--- config.mk ---
export PLATFORM = sky130hd
export DESIGN_NAME = uart_baud_regs
export DESIGN_NICKNAME = d
export VERILOG_FILES = /design/src/rtl/uart_baud_pkg.sv /design/src/rtl/uart_div_regs.sv /design/src/rtl/uart_baud_counter.sv /design/src/rtl/uart_settle_timer.sv /design/src/rtl/uart_baud_regs.sv
export SDC_FILE = /design/constraint.sdc
export NUM_CORES = 1
export LEC_CHECK = 0
export BUFFER_PORTS_ARGS = -buffer_cell sky130_fd_sc_hd__buf_2
export CORE_UTILIZATION = 35
export DETAILED_ROUTE_END_ITERATION = 6
export SYNTH_ARGS = -nofsm -noshare
export SYNTH_HDL_FRONTEND = slang
export SYNTH_HIERARCHICAL = 1
export SYNTH_SLANG_ARGS = --single-unit
--- constraint.sdc ---
create_clock -name clk -period 3.1 [get_ports clk]
set_input_delay 0.155 -clock clk [delete_from_list [all_inputs] [get_ports clk]]
set_output_delay 0.155 -clock clk [all_outputs]
set_load 0.05 [all_outputs]
--- src/rtl/uart_baud_pkg.sv ---
// Package: shared constants for the UART divisor/baud slice.
// Assumes byte-wide registers at word offsets, as in a 16550-style map.
package uart_baud_pkg;
    localparam int ADDR_W        = 8;
    localparam int REG_W         = 8;
    localparam int RDATA_W       = 32;
    localparam int DIV_W         = 2 * REG_W;
    localparam int SETTLE_CYCLES = 8;

    localparam logic [ADDR_W-1:0] OFS_DIV_LO = 8'h00;
    localparam logic [ADDR_W-1:0] OFS_SHARED = 8'h04;

    // Bit positions of the interrupt-enable byte
    localparam int IE_RXDATA = 0;
    localparam int IE_TXEMPTY = 1;
    localparam int IE_LINESTAT = 2;
    localparam int IE_MODEM = 3;
    localparam int IE_PTHRE = 7;

    localparam logic [REG_W-1:0] IE_WRITABLE =
        (REG_W'(1) << IE_RXDATA) | (REG_W'(1) << IE_TXEMPTY) |
        (REG_W'(1) << IE_LINESTAT) | (REG_W'(1) << IE_MODEM) |
        (REG_W'(1) << IE_PTHRE);
endpackage

--- src/rtl/uart_div_regs.sv ---
// Module: register storage and decode for the divisor bytes and the
// interrupt-enable byte, including the read multiplexer.
// Assumes: latch_sel comes from the line control register elsewhere;
// read path is combinational from the stored values.
module uart_div_regs
    import uart_baud_pkg::*;
(
    input  logic               clk,
    input  logic               rst_n,
    input  logic               bus_wr,
    input  logic [ADDR_W-1:0]  bus_addr,
    input  logic [REG_W-1:0]   bus_wdata,
    input  logic               latch_sel,
    input  logic               uart_busy,
    output logic [DIV_W-1:0]   divisor,
    output logic [REG_W-1:0]   ie_reg,
    output logic               div_wr_ok,
    output logic               hi_wr_ok,
    output logic [RDATA_W-1:0] bus_rdata
);
    logic [REG_W-1:0] div_lo, div_hi;
    logic             lo_wr_ok, ie_wr_ok;

    // Decode which storage a write is allowed to touch this cycle
    always_comb begin
        lo_wr_ok  = bus_wr && latch_sel && !uart_busy && (bus_addr == OFS_DIV_LO);
        hi_wr_ok  = bus_wr && latch_sel && !uart_busy && (bus_addr == OFS_SHARED);
        ie_wr_ok  = bus_wr && !latch_sel && (bus_addr == OFS_SHARED);
        div_wr_ok = lo_wr_ok || hi_wr_ok;
    end

    // Divisor byte storage
    always_ff @(posedge clk) begin
        if (!rst_n) begin
            div_lo <= '0;
            div_hi <= '0;
        end else begin
            if (lo_wr_ok) div_lo <= bus_wdata;
            if (hi_wr_ok) div_hi <= bus_wdata;
        end
    end

    // Interrupt-enable storage; reserved bits never store ones
    always_ff @(posedge clk) begin
        if (!rst_n)        ie_reg <= '0;
        else if (ie_wr_ok) ie_reg <= bus_wdata & IE_WRITABLE;
    end

    assign divisor = {div_hi, div_lo};

    // Read multiplexer, shared offset steered by latch_sel
    always_comb begin
        bus_rdata = '0;
        if (bus_addr == OFS_DIV_LO && latch_sel)
            bus_rdata[REG_W-1:0] = div_lo;
        else if (bus_addr == OFS_SHARED)
            bus_rdata[REG_W-1:0] = latch_sel ? div_hi : ie_reg;
    end

    // a busy divisor write must not disturb the divisor
    a_r3_busy_write_blocked: assert property (@(posedge clk) disable iff (!rst_n)
        (bus_wr && uart_busy && latch_sel) |=> $stable(divisor));
    // reserved enable bits never hold a one
    a_r8_reserved_clear: assert property (@(posedge clk) disable iff (!rst_n)
        ie_wr_ok |=> ((ie_reg & ~IE_WRITABLE) == '0));
endmodule

--- src/rtl/uart_baud_counter.sv ---
// Module: divide-by-divisor tick generator producing the 16x sampling tick.
// Assumes: reload pulses on every accepted divisor write; zero divisor halts.
module uart_baud_counter
    import uart_baud_pkg::*;
(
    input  logic             clk,
    input  logic             rst_n,
    input  logic [DIV_W-1:0] divisor,
    input  logic             reload,
    output logic             tick
);
    logic [DIV_W-1:0] phase;
    logic             at_end;

    assign at_end = (divisor != '0) && (phase >= divisor - DIV_W'(1));
    assign tick   = (divisor != '0) && (phase == divisor - DIV_W'(1));

    // Phase counter: restarts on reload, wraps at divisor-1, idles at zero
    always_ff @(posedge clk) begin
        if (!rst_n || reload || divisor == '0) phase <= '0;
        else if (at_end)                         phase <= '0;
        else                                     phase <= phase + DIV_W'(1);
    end

    // no tick from a zero divisor
    a_r5_zero_no_tick: assert property (@(posedge clk) disable iff (!rst_n)
        (divisor == '0) |-> !tick);
    // phase stays inside the divisor range once running
    a_r4_phase_bound: assert property (@(posedge clk) disable iff (!rst_n)
        (divisor != '0 && $stable(divisor) && !$past(reload)) |-> (phase < divisor));
    // a reload starts the phase at zero
    a_r9_reload_restart: assert property (@(posedge clk) disable iff (!rst_n)
        reload |=> (phase == '0));
endmodule

--- src/rtl/uart_settle_timer.sv ---
// Module: holds a not-ready flag for a fixed window after a high-byte write.
// Assumes: start is a single-cycle accepted-write pulse.
module uart_settle_timer
    import uart_baud_pkg::*;
#(
    parameter int WINDOW = SETTLE_CYCLES
) (
    input  logic clk,
    input  logic rst_n,
    input  logic start,
    output logic pending
);
    localparam int CNT_W = $clog2(WINDOW + 1);
    logic [CNT_W-1:0] remain;

    // Countdown of settling cycles, restarted by each start pulse
    always_ff @(posedge clk) begin
        if (!rst_n)           remain <= '0;
        else if (start)       remain <= CNT_W'(WINDOW);
        else if (remain != 0) remain <= remain - CNT_W'(1);
    end

    assign pending = (remain != '0);

    // flag raised right after start
    a_r6_settle_raised: assert property (@(posedge clk) disable iff (!rst_n)
        start |=> pending);
    // window shrinks by one each cycle without a restart
    a_r6_settle_countdown: assert property (@(posedge clk) disable iff (!rst_n)
        (pending && !start) |=> (remain == $past(remain) - CNT_W'(1)));
endmodule

--- src/rtl/uart_baud_regs.sv ---
// Module: top of the UART divisor/baud slice. Wires register storage, the
// tick generator and the settling timer together.
// Assumes: synchronous active-low reset; the serial clock is clk.
module uart_baud_regs
    import uart_baud_pkg::*;
(
    input  logic               clk,
    input  logic               rst_n,
    input  logic               bus_wr,
    input  logic [ADDR_W-1:0]  bus_addr,
    input  logic [REG_W-1:0]   bus_wdata,
    output logic [RDATA_W-1:0] bus_rdata,
    input  logic               latch_sel,
    input  logic               uart_busy,
    output logic               baud_tick,
    output logic               settle_pending,
    output logic [REG_W-1:0]   irq_en
);
    logic [DIV_W-1:0] divisor;
    logic             div_wr_ok, hi_wr_ok;

    uart_div_regs u_regs (
        .clk(clk), .rst_n(rst_n), .bus_wr(bus_wr), .bus_addr(bus_addr),
        .bus_wdata(bus_wdata), .latch_sel(latch_sel), .uart_busy(uart_busy),
        .divisor(divisor), .ie_reg(irq_en), .div_wr_ok(div_wr_ok),
        .hi_wr_ok(hi_wr_ok), .bus_rdata(bus_rdata)
    );

    uart_baud_counter u_count (
        .clk(clk), .rst_n(rst_n), .divisor(divisor),
        .reload(div_wr_ok), .tick(baud_tick)
    );

    uart_settle_timer #(.WINDOW(SETTLE_CYCLES)) u_settle (
        .clk(clk), .rst_n(rst_n), .start(hi_wr_ok), .pending(settle_pending)
    );

    // outputs quiet in the cycle after reset
    a_r1_reset_quiet: assert property (@(posedge clk)
        !rst_n |=> (!baud_tick && !settle_pending && irq_en == '0));
endmodule

==> impl_metrics.yaml <==
critical_path:
  path_class: "reg -> out"
  r2r_setup_slack_ns: 0.09
  critPathMaxStageDelay_ns: 0.56
  slowest_stage: "or4_4"
  cp-start-kind: "flip-flop"
  crit_arrival_ns: 2.88
  required_ns: 2.94
  crit_fanout: 5
  endpoint_kind: "primary output"
  crit_start: "u_regs/div_lo[0]"
  r2r_start: "u_regs/div_lo[0]"
  cp_cell_sequence: "or4_4 -> nor3b_4 -> buf_4 -> nand2_1 -> xor2_1 -> ha_1 -> nand4_1 -> nor4_2 -> o311a_2 -> buf_8"
grt:
  globalRouteOverflowTotal: 0
  grt_use_total: 0.157
  grt_pass1_vias: 2238
  antenna_found_initial: 0
  grt_max_degree: 33
  grt_pass1_wl_um: 10600
power_and_ir_drop:
  p_leak_uw: 0.00163
  powerDensity_nw_per_um2: 369
  peakVddDrop_uv: 240
placed_design:
  port_buffers: 35
  placed_cell_area_um2: 3120
  routabilityCongestion: 0.783
  hpwlAfterDp_um: 4890
floorplan:
  pin_count: 63
  die_area_um2: 8560
  die_w_um: 92.5
  core_area_um2: 7850
  floorplan.initialDensity: 0.366
  rows: 32
  die_h_um: 92.5
sta:
  finClkSkew_ns: 0.00567
  period_share: 0.978
  fmaxAchievable_ghz: 0.330
  min_period_ns: 3.03
  setup-tns-final_ns: 0
  max_slew_margin: 0.507
  rsz0062_at_grt: "true"
  finalMaxSlewViolations: 0
  finalSetupViolCount: 0
  finalHoldViolCount: 0
  worst_slew_pin_slew_ns: 0.739
logic_synthesis:
  ys_warn_count: 6
  yosysTopAreaCell: "dfxtp_1"
  ys_ff_latch: 41
  synth_top_area_share: 0.286
  synth_area_um2: 2870
  ys_seq_area_frac: 0.286
  synth-async-reset-ratio: 0
  synthTopCellsByArea: "dfxtp_1 29%, ha_1 8.7%, mux2i_1 8.4%"
  synthCells: 320
  synth_edf_count: 0
  avgSynthCellArea_um2: 8.97
  synth_ff_type: "dfxtp_1"
  yosysUniqueCellTypes: 53
clock_tree:
  cts_max_level: 2
  clkTransAtPathRegs_ns: 0.08
  tritoncts: "built"
  cts_root_buffer: "clkbuf_8"
  worstSkewPairLatency_ns: 0.30
  holdBufCountCts: 0
  clkSinkCount: 41
  cts_inserted_buffers: 5
  clockBufferDepth: 2
finish:
  reg_top3: "u_count/phase x16, u_regs/div_hi x8, u_regs/div_lo x8"
  nets: 411
  largest_reg_flops: 16
  area_delta_synth_final_pct: 15.7
  diodes: 0
  layout-drive-gt1-share: 0.253
  fillers: 819
  top_register: "u_count/phase"
  final_area_um2: 3320
drt:
  drc: 0
  vias: 2346
  dr.pass1.iters: 4
  drt-total-wl_um: 6360
  wire_per_inst_um: 13.5
  ant_nets: 0
  viasPerCell: 4.96
  drt_iter0_markers: 97
outcome:
  outcome: "finished, final reports clean"
hold_path:
  hold_path_class: "in -> reg"
  hp-start: "bus_wdata[4]"
run:
  drv_cap: 0
-- cells in the mapped netlist, types with 2 or more instances --
master and n:
nand2b_1 3, buf_6 2, nor3_2 2, xnor2_1 13
and4_1 3, a21oi_1 4, nand2_1 42, a2111oi_2 2
nor3b_1 3, nand3_1 7, inv_1 7, mux2i_1 24
clkbuf_1 6, dfxtp_1 41, ha_1 20, o21ai_0 4
nor3_1 6, and2_1 2, nand4_1 9, mux2_2 5
nand4b_1 2, buf_2 2, a22oi_1 5, nor2_1 15
nor4_1 18, o21a_1 2, buf_4 28, xor2_1 15
nor4b_1 2, or3_1 3
-- critical path, delay by kind of cell (launching register included) --
kind	cells	cell delay, ns
and+or+nand+nor	5	1.20
buffers and inverters	2	0.29
adders and majority gates	1	0.32
DFF	1	0.35
AOI/OAI and AO/OA	1	0.25
xor gates and xnor gates	1	0.15
-- final timing paths --
check                                         to  cells past startpoint
worst max-delay path                   baud_tick                     10
worst min-delay path            u_regs/div_hi[4]                      3
worst max register to register  u_count/phase[8]                     10
worst min register to register  u_regs/ie_reg[3]                      2
-- through the flow --
| step | cells | setup slack (ns) | utilization | hold slack, ns | total power, µW |
|---|---|---|---|---|---|
| 2_1_floorplan | 346 | 0.189 | - | 0.272 | 866 |
| 3_3_place_gp | 459 | 0.139 | 0.398 | 0.440 | 877 |
| 3_5_place_dp | 459 | 0.0661 | 0.398 | 0.441 | 886 |
| 4_1_cts | 467 | 0.00709 | 0.414 | 0.117 | 1240 |
| 5_1_grt | 473 | -0.102 | 0.423 | 0.132 | 1300 |
| 6_report | 473 | 0.0672 | 0.423 | 0.117 | 1220 |
-- cell families (layout without fill, tap and decap cells) --
logic type,count (synthesis),after routing,share of synthesized area
AO/OA/AOI/OAI,24,24,0.0672
adder cells (fa/ha/maj),20,20,0.0872
buffers and inverters,46,71,0.103
flip-flops,41,41,0.286
AND/OR/NAND/NOR,130,130,0.262
multiplexers,30,30,0.107
XOR/XNOR,28,28,0.0855
other,1,27,0.00131
-- cell usage in the layout (no fill, tap or decap), drive strengths merged, types with 2 or more instances in the layout --
master    n
nor4b     2
nor3      8
nand4    11
a22oi     5
nand3     7
a21oi     4
nand2    43
nand4b    2
and2      2
conb     27
nor3b     5
mux2      6
clkbuf    5
or3       3
and4      3
xnor2    13
nor2     15
nor4     19
o21ai     4
a2111oi   3
clkinv    2
nand2b    3
mux2i    24
xor2     15
dfxtp    41
buf      56
inv       7
ha       20
o21a      2
or4       2
-- repair_timing --
action / 4_1_cts / 5_1_grt
buffers inserted: 0 / 6
setup endpoints to repair: 1 / 1
resized for setup: 9 / 6
hold endpoints to repair: 0 / 0
pin swaps: 2 / 8
cloned: 0 / 0
-- power by group --
part	internal (µW)	switching, µW	total [µW]
Combinational	89.3	213	302
Clock	155	195	351
Sequential	551	19.8	571
Total	796	428	1220
-- routing by layer --
layer	share of wire	wire length (µm)	GRT usage	vias to the layer above
met5	0	0	0	-
met4	0.017	108	0.0534	0
met3	0.035	222	0.0279	12
met2	0.50	3170	0.271	56
met1	0.45	2860	0.194	1082
li1	-	-	-	1196
-- area by class of cell --
type / instances / area [µm²] / share of cell area
clock buffer: 5 / 68.8 / 0.0207
multi-input combinational: 259 / 1900 / 0.573
sequential: 41 / 822 / 0.248
clock inverter: 3 / 17.5 / 0.00528
tap: 102 / 128 / 0.0384
inverter: 7 / 26.3 / 0.00791
timing repair buffer: 56 / 355 / 0.107
(Power assumes the default switching activity.)
